==> config.mk <==
export PLATFORM = sky130hd
export DESIGN_NAME = csr_window_bridge
export DESIGN_NICKNAME = d
export VERILOG_FILES = /design/src/rtl/csr_window_pkg.sv /design/src/rtl/csr_window_ctrl.sv /design/src/rtl/csr_window_dp.sv /design/src/rtl/csr_window_bridge.sv
export SDC_FILE = /design/constraint.sdc
export NUM_CORES = 1
export LEC_CHECK = 0
export ABC_AREA = 1
export BUFFER_PORTS_ARGS = -buffer_cell sky130_fd_sc_hd__buf_2
export CAP_MARGIN = 0
export CORE_ASPECT_RATIO = 1.5
export CORE_MARGIN = 2
export CORE_UTILIZATION = 40
export DETAILED_ROUTE_END_ITERATION = 10
export GPL_ROUTABILITY_DRIVEN = 0
export PLACE_DENSITY = 0.77
export RECOVER_POWER = 25
export SLEW_MARGIN = 20
export SYNTH_ARGS = -nofsm -noshare
export SYNTH_HDL_FRONTEND = slang
export SYNTH_SLANG_ARGS = --single-unit
==> constraint.sdc <==
create_clock -name clk -period 2.2 [get_ports clk]
set_input_delay 0.22 -clock clk [delete_from_list [all_inputs] [get_ports clk]]
set_output_delay 0.22 -clock clk [all_outputs]
set_load 0.03 [all_outputs]
==> src/rtl/csr_window_pkg.sv <==
package csr_window_pkg;
  // command word bit positions
  localparam int CMD_BUSY_BIT = 31;
  localparam int CMD_READ_BIT = 30;
  localparam int CMD_INC_BIT  = 29;
  localparam int CMD_DEC_BIT  = 28;
  localparam int CMD_ERR_BIT  = 27;
  localparam int CMD_BE_LSB   = 16;

  // host window offsets
  localparam int CMD_OFS  = 0;
  localparam int DATA_OFS = 1;

  typedef struct packed {
    logic loadCmd;
    logic loadData;
    logic loadDirect;
    logic stepAddr;
    logic captureRd;
    logic readCmd;
    logic readData;
  } dpStrobes_t;
endpackage

==> src/rtl/csr_window_ctrl.sv <==
module csr_window_ctrl
  import csr_window_pkg::*;
#(
  parameter int HOST_AW  = 4,
  parameter int DIRECT_N = 8
) (
  input  logic               clk,
  input  logic               rstN,
  input  logic [HOST_AW-1:0] hostAddr,
  input  logic               hostWr,
  input  logic               hostRd,
  input  logic               wBusy,
  input  logic               wErrClr,
  input  logic               cmdRead,
  input  logic               cmdInc,
  input  logic               cmdDec,
  input  logic               fabAck,
  output dpStrobes_t         strb,
  output logic               busy,
  output logic               errFlag,
  output logic               fabReq
);
  localparam int DIRECT_BASE = (1 << HOST_AW) - DIRECT_N;

  logic selCmd, selData, selDirect;
  logic hostTouch, reject, autoMode;
  logic launch, stepOnDone, stepNext;

  assign selCmd    = (hostAddr == HOST_AW'(CMD_OFS));
  assign selData   = (hostAddr == HOST_AW'(DATA_OFS));
  assign selDirect = (hostAddr >= HOST_AW'(DIRECT_BASE));
  assign hostTouch = hostWr & (selCmd | selData | selDirect);
  assign reject    = busy & hostTouch;
  assign autoMode  = cmdInc | cmdDec;

  always_comb begin
    strb          = '0;
    strb.readCmd  = selCmd;
    strb.readData = selData;
    launch        = 1'b0;
    stepNext      = stepOnDone;
    if (!busy) begin
      if (hostWr) begin
        if (selCmd) begin
          strb.loadCmd = 1'b1;
          if (wBusy) begin
            launch   = 1'b1;
            stepNext = 1'b0;
          end
        end else if (selData) begin
          strb.loadData = 1'b1;
          if (autoMode && !cmdRead) begin
            launch   = 1'b1;
            stepNext = 1'b1;
          end
        end else if (selDirect) begin
          strb.loadDirect = 1'b1;
          launch          = 1'b1;
          stepNext        = 1'b0;
        end
      end else if (hostRd && selData && autoMode && cmdRead) begin
        strb.stepAddr = 1'b1;
        launch        = 1'b1;
        stepNext      = 1'b0;
      end
    end else if (fabAck) begin
      strb.captureRd = cmdRead;
      strb.stepAddr  = stepOnDone;
    end
  end

  always_ff @(posedge clk or negedge rstN) begin
    if (!rstN) begin
      busy       <= 1'b0;
      fabReq     <= 1'b0;
      stepOnDone <= 1'b0;
      errFlag    <= 1'b0;
    end else begin
      fabReq     <= launch;
      stepOnDone <= stepNext;
      if (launch)
        busy <= 1'b1;
      else if (busy && fabAck)
        busy <= 1'b0;
      if (reject)
        errFlag <= 1'b1;
      else if (!busy && hostWr && selCmd && wErrClr)
        errFlag <= 1'b0;
    end
  end


  req_single_cycle_chk: assert property (@(posedge clk) disable iff (!rstN)
    fabReq |=> !fabReq);

  req_only_busy_chk: assert property (@(posedge clk) disable iff (!rstN)
    fabReq |-> busy);

  reject_sets_err_chk: assert property (@(posedge clk) disable iff (!rstN)
    (busy && hostTouch) |=> errFlag);

  err_sticky_busy_chk: assert property (@(posedge clk) disable iff (!rstN)
    (errFlag && busy) |=> errFlag);

  ack_clears_busy_chk: assert property (@(posedge clk) disable iff (!rstN)
    (busy && fabAck) |=> !busy);
endmodule

==> src/rtl/csr_window_dp.sv <==
module csr_window_dp
  import csr_window_pkg::*;
#(
  parameter int HOST_AW  = 4,
  parameter int DIRECT_N = 8,
  parameter int FAB_AW   = 16,
  parameter int DW       = 32,
  parameter int BEW      = 4,
  parameter logic [DIRECT_N-1:0][FAB_AW-1:0] DIRECT_MAP = '0
) (
  input  logic               clk,
  input  logic               rstN,
  input  dpStrobes_t         strb,
  input  logic [HOST_AW-1:0] hostAddr,
  input  logic [DW-1:0]      hostWdata,
  input  logic [DW-1:0]      fabRdata,
  input  logic               busy,
  input  logic               errFlag,
  output logic [DW-1:0]      hostRdata,
  output logic [FAB_AW-1:0]  fabAddr,
  output logic [BEW-1:0]     fabBe,
  output logic               fabRead,
  output logic [DW-1:0]      fabWdata,
  output logic               cmdRead,
  output logic               cmdInc,
  output logic               cmdDec
);
  localparam int DIRECT_BASE = (1 << HOST_AW) - DIRECT_N;

  logic [FAB_AW-1:0] addrReg, mapAddr;
  logic [BEW-1:0]    beReg;
  logic              readReg, incReg, decReg;
  logic [DW-1:0]     dataReg, cmdView;

  always_comb begin
    mapAddr = '0;
    for (int k = 0; k < DIRECT_N; k++)
      if (hostAddr == HOST_AW'(DIRECT_BASE + k)) mapAddr = DIRECT_MAP[k];
  end

  always_ff @(posedge clk or negedge rstN) begin
    if (!rstN) begin
      addrReg <= '0;
      beReg   <= '0;
      readReg <= 1'b0;
      incReg  <= 1'b0;
      decReg  <= 1'b0;
      dataReg <= '0;
    end else begin
      if (strb.loadCmd) begin
        addrReg <= hostWdata[FAB_AW-1:0];
        beReg   <= hostWdata[CMD_BE_LSB +: BEW];
        readReg <= hostWdata[CMD_READ_BIT];
        incReg  <= hostWdata[CMD_INC_BIT];
        decReg  <= hostWdata[CMD_DEC_BIT];
      end else if (strb.loadDirect) begin
        addrReg <= mapAddr;
        beReg   <= '1;
        readReg <= 1'b0;
      end else if (strb.stepAddr) begin
        if (incReg)      addrReg <= addrReg + FAB_AW'(1);
        else if (decReg) addrReg <= addrReg - FAB_AW'(1);
      end
      if (strb.loadData || strb.loadDirect)
        dataReg <= hostWdata;
      else if (strb.captureRd)
        dataReg <= fabRdata;
    end
  end

  always_comb begin
    cmdView                   = '0;
    cmdView[CMD_BUSY_BIT]     = busy;
    cmdView[CMD_READ_BIT]     = readReg;
    cmdView[CMD_INC_BIT]      = incReg;
    cmdView[CMD_DEC_BIT]      = decReg;
    cmdView[CMD_ERR_BIT]      = errFlag;
    cmdView[CMD_BE_LSB +: BEW] = beReg;
    cmdView[FAB_AW-1:0]       = addrReg;
  end

  assign hostRdata = strb.readCmd ? cmdView : (strb.readData ? dataReg : '0);
  assign fabAddr   = addrReg;
  assign fabBe     = beReg;
  assign fabRead   = readReg;
  assign fabWdata  = dataReg;
  assign cmdRead   = readReg;
  assign cmdInc    = incReg;
  assign cmdDec    = decReg;


  direct_forces_write_chk: assert property (@(posedge clk) disable iff (!rstN)
    strb.loadDirect |=> (fabBe == '1) && !fabRead);

  busy_holds_cmd_chk: assert property (@(posedge clk) disable iff (!rstN)
    (busy && !strb.stepAddr) |=> $stable(fabAddr) && $stable(fabRead));
endmodule

==> src/rtl/csr_window_bridge.sv <==
module csr_window_bridge
  import csr_window_pkg::*;
#(
  parameter int HOST_AW  = 4,
  parameter int DIRECT_N = 8,
  parameter int FAB_AW   = 16,
  parameter int DW       = 32,
  parameter int BEW      = 4,
  parameter logic [DIRECT_N-1:0][FAB_AW-1:0] DIRECT_MAP =
    {16'hF00C, 16'h8004, 16'h4A10, 16'h2000, 16'h1234, 16'h0400, 16'h0104, 16'h0010}
) (
  input  logic               clk,
  input  logic               rstN,
  input  logic [HOST_AW-1:0] hostAddr,
  input  logic               hostWr,
  input  logic               hostRd,
  input  logic [DW-1:0]      hostWdata,
  output logic [DW-1:0]      hostRdata,
  output logic               fabReq,
  output logic [FAB_AW-1:0]  fabAddr,
  output logic [BEW-1:0]     fabBe,
  output logic               fabRead,
  output logic [DW-1:0]      fabWdata,
  input  logic               fabAck,
  input  logic [DW-1:0]      fabRdata
);
  dpStrobes_t strb;
  logic busy, errFlag, cmdRead, cmdInc, cmdDec;

  csr_window_ctrl #(.HOST_AW(HOST_AW), .DIRECT_N(DIRECT_N)) ctrl_i (
    .clk(clk), .rstN(rstN), .hostAddr(hostAddr), .hostWr(hostWr), .hostRd(hostRd),
    .wBusy(hostWdata[CMD_BUSY_BIT]), .wErrClr(hostWdata[CMD_ERR_BIT]),
    .cmdRead(cmdRead), .cmdInc(cmdInc), .cmdDec(cmdDec), .fabAck(fabAck),
    .strb(strb), .busy(busy), .errFlag(errFlag), .fabReq(fabReq)
  );

  csr_window_dp #(
    .HOST_AW(HOST_AW), .DIRECT_N(DIRECT_N), .FAB_AW(FAB_AW), .DW(DW), .BEW(BEW),
    .DIRECT_MAP(DIRECT_MAP)
  ) dp_i (
    .clk(clk), .rstN(rstN), .strb(strb), .hostAddr(hostAddr), .hostWdata(hostWdata),
    .fabRdata(fabRdata), .busy(busy), .errFlag(errFlag), .hostRdata(hostRdata),
    .fabAddr(fabAddr), .fabBe(fabBe), .fabRead(fabRead), .fabWdata(fabWdata),
    .cmdRead(cmdRead), .cmdInc(cmdInc), .cmdDec(cmdDec)
  );
endmodule

==> results.md, run 1 <==
- Status: complete, no violations
- Synth warnings: 0
- Area Overhead vs Synth: 31.1%
- Most common cell after layout, fill and taps aside: nand2_1
- Worst slew margin: 0.0726
- Cts bufs inserted: 9
- Clock-pin transition on the worst setup and hold timing paths: 0.06 ns
- Setup tns final: 0 ns
- Drt wl/cell: 15.3 µm
- Pleak: 0.00324 µW
- Clock Sink Count: 59
- Largest net degree at the start of global routing: 60
- CTS root buf: clkbuf_16
- RSZ-0062 raised after global routing: false
- Grt ovf: 0
- Core box area: 10,500 µm²
- DR vias: 4,848
- Syn nets: 711
- # IOs: 159
- First drt pass iteration count: 5
- Mapped Area: 4290 µm²
- Syn Area/Cell: 6.88 µm²
- Reg2reg start: dp_i.cmdInc
- DRC viols: 0
- Buffers on Ports: 158
- Slowest stage cell, crit path: dfrtp_2
- Sequential cell area fraction in the yosys report: 0.344
- Crit. End Element: register
- Antenna Cells: 0
- Placed cells: 917
- Fmax: 0.486 GHz
- CP cell instances: clkinvlp_4 -> buf_4 -> ha_1 -> nand2_1 -> nor2_1 -> inv_1 -> nor2_1 -> nand2_1 -> nand2_1 -> nand2_1 -> nand3_1 -> nand2_1 -> nand2_1 -> nand2_1
- Final worst path period need: 2.06 ns
- Hpwl dp: 10,700 µm
- Total power per unit cell area: 1220 nW/µm²
- First-pass GRT wire length: 21,800 µm
- H-tree depth: 3
- Antenna Violating Nets Remaining: 0
- Min-delay src: hostWdata[20]
- Smallest hold slack: 0.0978 ns
- Nets: 878
- Distinct cells, synth: 38
- Cells after Synth: 623
- CP top delay family: simple AND/OR/NAND/NOR gates
- Finished Layout Cells: 939
- Fillers: 1,063
- Tot GR Track Use: 0.246
- Top_reg_cell synth: dfrtp_1
- EDFF count, synth: 0
- Vias per cell: 5.16
- Worst Hold Class: in -> reg
- Max IR drop VDD: 0.651 mV
- Finish-stage setup viols: 0
- Top cell by count, worst path: nand2_1
- Critical Path Source: dp_i.cmdInc
- Antenna violations before repair: 0
- Least-Margin Pin Slew: 1.39 ns
- Peak per-stage delay on the critical path: 0.40 ns
- Final Hold Viols: 0
- WS Path Type: reg -> reg
- FF+latch count, synth: 59
- DIE WIDTH: 88.6 µm
- Die height: 131 µm
- Worst-Skew Late Latency: 0.33 ns
- CTS tree: yes
- Starting Density: 0.407
- Total Die Area: 11,600 µm²
- Clock tree buffer depth: 2
- MaxCap Viol Count: 0
- Initial DRC Count: 255
- Fin crit share: 0.936
- Clock Skew: 0.00785 ns
- Slew Viols, Final: 0
- Share of layout cells above drive strength 1: 0.270
- CP max FO: 12
- Most frequent cells in the layout: 177 x nand2_1, 159 x buf_2, 132 x inv_1
- Startpoint Class: register
- Asr flop ratio synth: 1.00
- Vias in the first global route: 4,548
- Standard-cell rows: 46
- Critical path required time: 2.42 ns
- Final wirelength: 14,400 µm
- Crit path buffers/inverters: 3
- Design Power: 6880 µW
- Critical Path AT: 2.28 ns
-- flip-flops by register name, indices dropped and copies added (netlist names) --
signal             count
ctrl_i.busy            1
ctrl_i.errFlag         1
ctrl_i.fabReq          1
ctrl_i.stepOnDone      1
dp_i.cmdDec            1
dp_i.cmdInc            1
dp_i.cmdRead           1
dp_i.fabAddr          16
dp_i.fabBe             4
dp_i.fabWdata         32
-- report_power, final --
group          internal, µW  switching [µW]  total, µW
registers              1410             286       1700
clock network           906             514       1420
logic                  1270            2500       3770
total                  3590            3300       6880
-- routing by layer --
layer  global-route usage  part of all wire
met1                0.276              0.38
met2                0.433              0.52
met3               0.0452             0.056
met4                0.135             0.045
met5                    0                 0
-- cell usage after synthesis (2+ instances only) --
| cell | n | area [µm²] |
|---|---|---|
| a21oi_1 | 17 | 85.1 |
| a31oi_1 | 4 | 25.0 |
| buf_2 | 9 | 45.0 |
| buf_4 | 2 | 15.0 |
| buf_6 | 2 | 22.5 |
| clkbuf_1 | 9 | 33.8 |
| dfrtp_1 | 59 | 1480 |
| ha_1 | 14 | 175 |
| inv_1 | 133 | 499 |
| inv_2 | 2 | 7.51 |
| inv_4 | 5 | 31.3 |
| nand2_1 | 177 | 664 |
| nand2_2 | 2 | 12.5 |
| nand2_4 | 2 | 22.5 |
| nand3_1 | 32 | 160 |
| nand3b_1 | 4 | 30.0 |
| nand4_1 | 9 | 56.3 |
| nor2_1 | 45 | 169 |
| o211ai_1 | 4 | 30.0 |
| o21ai_0 | 24 | 120 |
| o21ai_1 | 2 | 10.0 |
| o221ai_1 | 32 | 280 |
| o22ai_1 | 16 | 100 |
| xor2_1 | 4 | 35.0 |
-- worst register-to-register path, cell delays in order, from the launching register on --
cell and delay [ns]:
dfrtp_2 0.40, clkinvlp_4 0.11, buf_4 0.20, ha_1 0.38, nand2_1 0.13, nor2_1 0.16
inv_1 0.06, nor2_1 0.09, nand2_1 0.09, nand2_1 0.07, nand2_1 0.04, nand3_1 0.06
nand2_1 0.06, nand2_1 0.07, nand2_1 0.04
-- what timing repair did --
item	in CTS	in global routing
pin swaps	0	0
setup endpoints to repair	1	10
gates resized for setup	1	4
buffers inserted	2	3
hold endpoints to repair	59	0
hold buffers	1	0
-- cell families (layout without fill, tap and decap cells) --
group / count (synthesis) / after routing / synth area share
compound gates: 103 / 103 / 0.163
xor+xnor: 4 / 4 / 0.00817
fa+ha+maj: 15 / 15 / 0.0455
buf+inv: 162 / 334 / 0.153
flops: 59 / 59 / 0.344
simple gates: 280 / 280 / 0.286
-- metrics by stage --
step	setup slack [ns]	cell area, µm²	util
after floorplan	0.330	4290	-
after global placement	0.00179	5270	0.501
after detailed placement	-0.0499	5270	0.501
after CTS	0.0544	5600	0.532
after global routing	0.00360	5620	0.534
final	0.141	5620	0.534
-- layout make-up --
type                    instances  area (µm²)  area share
flip-flops and latches         59        1480       0.263
repair buffers                178         953       0.170
clock inverters                 4        50.0     0.00890
clock buffers                  12         246      0.0438
multi-input cells             402        2170       0.387
inverters                     140         542      0.0963
well taps                     144         180      0.0320
-- worst paths after layout --
| check | end | slack (ns) | depth (start not counted) |
|---|---|---|---|
| hold / removal | dp_i.fabWdata[20] | 0.1 | 3 |
| max in group asynchronous | dp_i.cmdInc | 0.41 | 3 |
| hold reg to reg | ctrl_i.stepOnDone | 0.50 | 2 |
| min in group asynchronous | dp_i.fabWdata[13] | 0.82 | 3 |
| setup / recovery | dp_i.fabAddr[13] | 0.14 | 14 |
| setup reg to reg | dp_i.fabAddr[13] | 0.14 | 14 |
No activity file was read; power rests on OpenSTA's default activity.
==> run 2, diff against run 1 <==
RECOVER_POWER = 50   (was 25)
==> results.md, run 2 (synthesized netlist as in run 1, its figures left out) <==
- Sequential Area: 1480 µm²
- Crit. End Element: register
- Startpoint Class: register
- Critical Path AT: 2.29 ns
- First drt pass iteration count: 5
- Core box area: 10,500 µm²
- # IOs: 159
- Final Hold Viols: 0
- RSZ-0062 raised after global routing: false
- Smallest hold slack: 0.0959 ns
- Clock-pin transition on the worst setup and hold timing paths: 0.05 ns
- Vias per cell: 5.15
- Final Instance Area: 5570 µm²
- Antenna Cells: 0
- First-pass GRT wire length: 21,800 µm
- Worst-Skew Late Latency: 0.33 ns
- CP endpoint: dp_i.fabAddr[13]
- CTS root buf: clkbuf_16
- Antenna Violating Nets Remaining: 0
- WHS Path Cells: 3
- CTS tree: yes
- CP cell instances: clkinvlp_4 -> buf_4 -> ha_1 -> nand2_1 -> nor2_1 -> inv_1 -> nor2_1 -> nand2_1 -> nand2_1 -> nand2_1 -> nand3_1 -> nand2_1 -> nand2_1 -> nand2_1
- Finished Layout Cells: 939
- Slowest stage cell, crit path: dfrtp_2
- Top cell by count, worst path: nand2_1
- Fin crit share: 0.937
- Initial DRC Count: 281
- Grt ovf: 0
- Starting Density: 0.407
- Buffers on Ports: 158
- FF-to-FF End: dp_i.fabAddr[13]
- Reg2Reg Setup Slack: 0.14 ns
- Status: complete, no violations
- Cts bufs inserted: 9
- Final wirelength: 14,300 µm
- Total Die Area: 11,600 µm²
- Nets: 878
- Slew Viols, Final: 0
- Largest net degree at the start of global routing: 60
- MaxCap Viol Count: 0
- Standard-cell rows: 46
- Final Util: 0.529
- Hpwl dp: 10,700 µm
- Worst Hold Class: in -> reg
- Clock Sink Count: 59
- Tot GR Track Use: 0.246
- DRC viols: 0
- Max IR drop VDD: 0.646 mV
- Most frequent cells in the layout: 177 x nand2_1, 132 x inv_1, 118 x buf_2
- Vias in the first global route: 4,548
- CP max FO: 12
- Worst slew margin: 0.0855
- Fillers: 1,080
- Placed Area: 5270 µm²
- DIE WIDTH: 88.6 µm
- Antenna violations before repair: 0
- Pleak: 0.00311 µW
- WS Path Type: reg -> reg
- Footprint of the multi-input gates: 2170 µm²
- Peak per-stage delay on the critical path: 0.40 ns
- Reg2reg start: dp_i.cmdInc
- Total power per unit cell area: 1220 nW/µm²
- Final worst path period need: 2.06 ns
- Reg2Reg Depth: 14
- Die height: 131 µm
- Flip-flop count of the largest register after layout: 32
- Share of layout cells above drive strength 1: 0.219
- Placed cells: 917
- H-tree depth: 3
- Finish-stage setup viols: 0
- Critical Path Source: dp_i.cmdInc
- Fmax: 0.485 GHz
- Drt wl/cell: 15.3 µm
- Clock Skew: 0.00697 ns
- Least-Margin Pin Slew: 1.37 ns
- Most common cell after layout, fill and taps aside: nand2_1
- Clock tree buffer depth: 2
- DR vias: 4,840
- Area Overhead vs Synth: 29.9%
- Critical path required time: 2.43 ns
==> run 2: cell types whose count changed in the layout (fill, tap and decap cells not counted), sizes merged <==
cell	previous run	this run
clkbuf	12	53
buf	177	136
==> run 2: power by group <==
part / total (µW) / internal, µW / leakage [µW] / switching, µW
Combinational: 3710 / 1210 / 0.00227 / 2500
Clock: 1420 / 905 / 0.000139 / 510
Sequential: 1700 / 1410 / 0.000711 / 291
Total: 6830 / 3530 / 0.00311 / 3300
==> run 2: metrics by stage <==
stage	total power, µW	TNS, ns	setup WS [ns]
floorplan	4260	0	0.330
global placement	5330	0	0.00179
detailed placement	5340	-0.0499	-0.0499
CTS	6820	0	0.0544
global route	7360	0	0.00360
finish	6830	0	0.139
==> run 2: timing repair <==
action	in CTS	in global routing
buffers inserted	2	3
gates cloned	0	0
endpoints found under the hold margin	59	0
resized for setup	1	4
hold buffers	1	0
endpoints found under the setup margin	1	10
==> run 2: cell type report <==
cell class	instances	share of cell area
clock buffer	12	0.0442
clock inverter	4	0.00898
inverter	140	0.0972
multi-input combinational	402	0.390
sequential	59	0.265
tap	144	0.0323
timing repair buffer	178	0.162
==> run 2: how the worst min path moves through the flow <==
stage                              to     startpoint  slack, ns
global placement    dp_i.fabWdata[14]           rstN       0.25
detailed placement  dp_i.fabWdata[13]           rstN       0.25
CTS                 dp_i.fabWdata[22]  hostWdata[22]       0.09
finish              dp_i.fabWdata[20]  hostWdata[20]        0.1
floorplan                 ctrl_i.busy           rstN      -0.08
global route        dp_i.fabWdata[20]  hostWdata[20]       0.11
==> run 2: worst max-delay path: cells and delay by family, from the launching register on <==
kind                       cells  cell delay (ns)
and+or+nand+nor               10             0.81
DFF                            1             0.40
buffers and inverters          3             0.37
adders and majority gates      1             0.37
==> run 2: per-layer routing <==
| metal | vias to the layer above | global-route usage | wire length [µm] |
|---|---|---|---|
| li1 | 2350 | - | - |
| met1 | 2225 | 0.276 | 5430 |
| met2 | 217 | 0.433 | 7420 |
| met3 | 48 | 0.0452 | 863 |
| met4 | 0 | 0.135 | 627 |
| met5 | - | 0 | 0 |
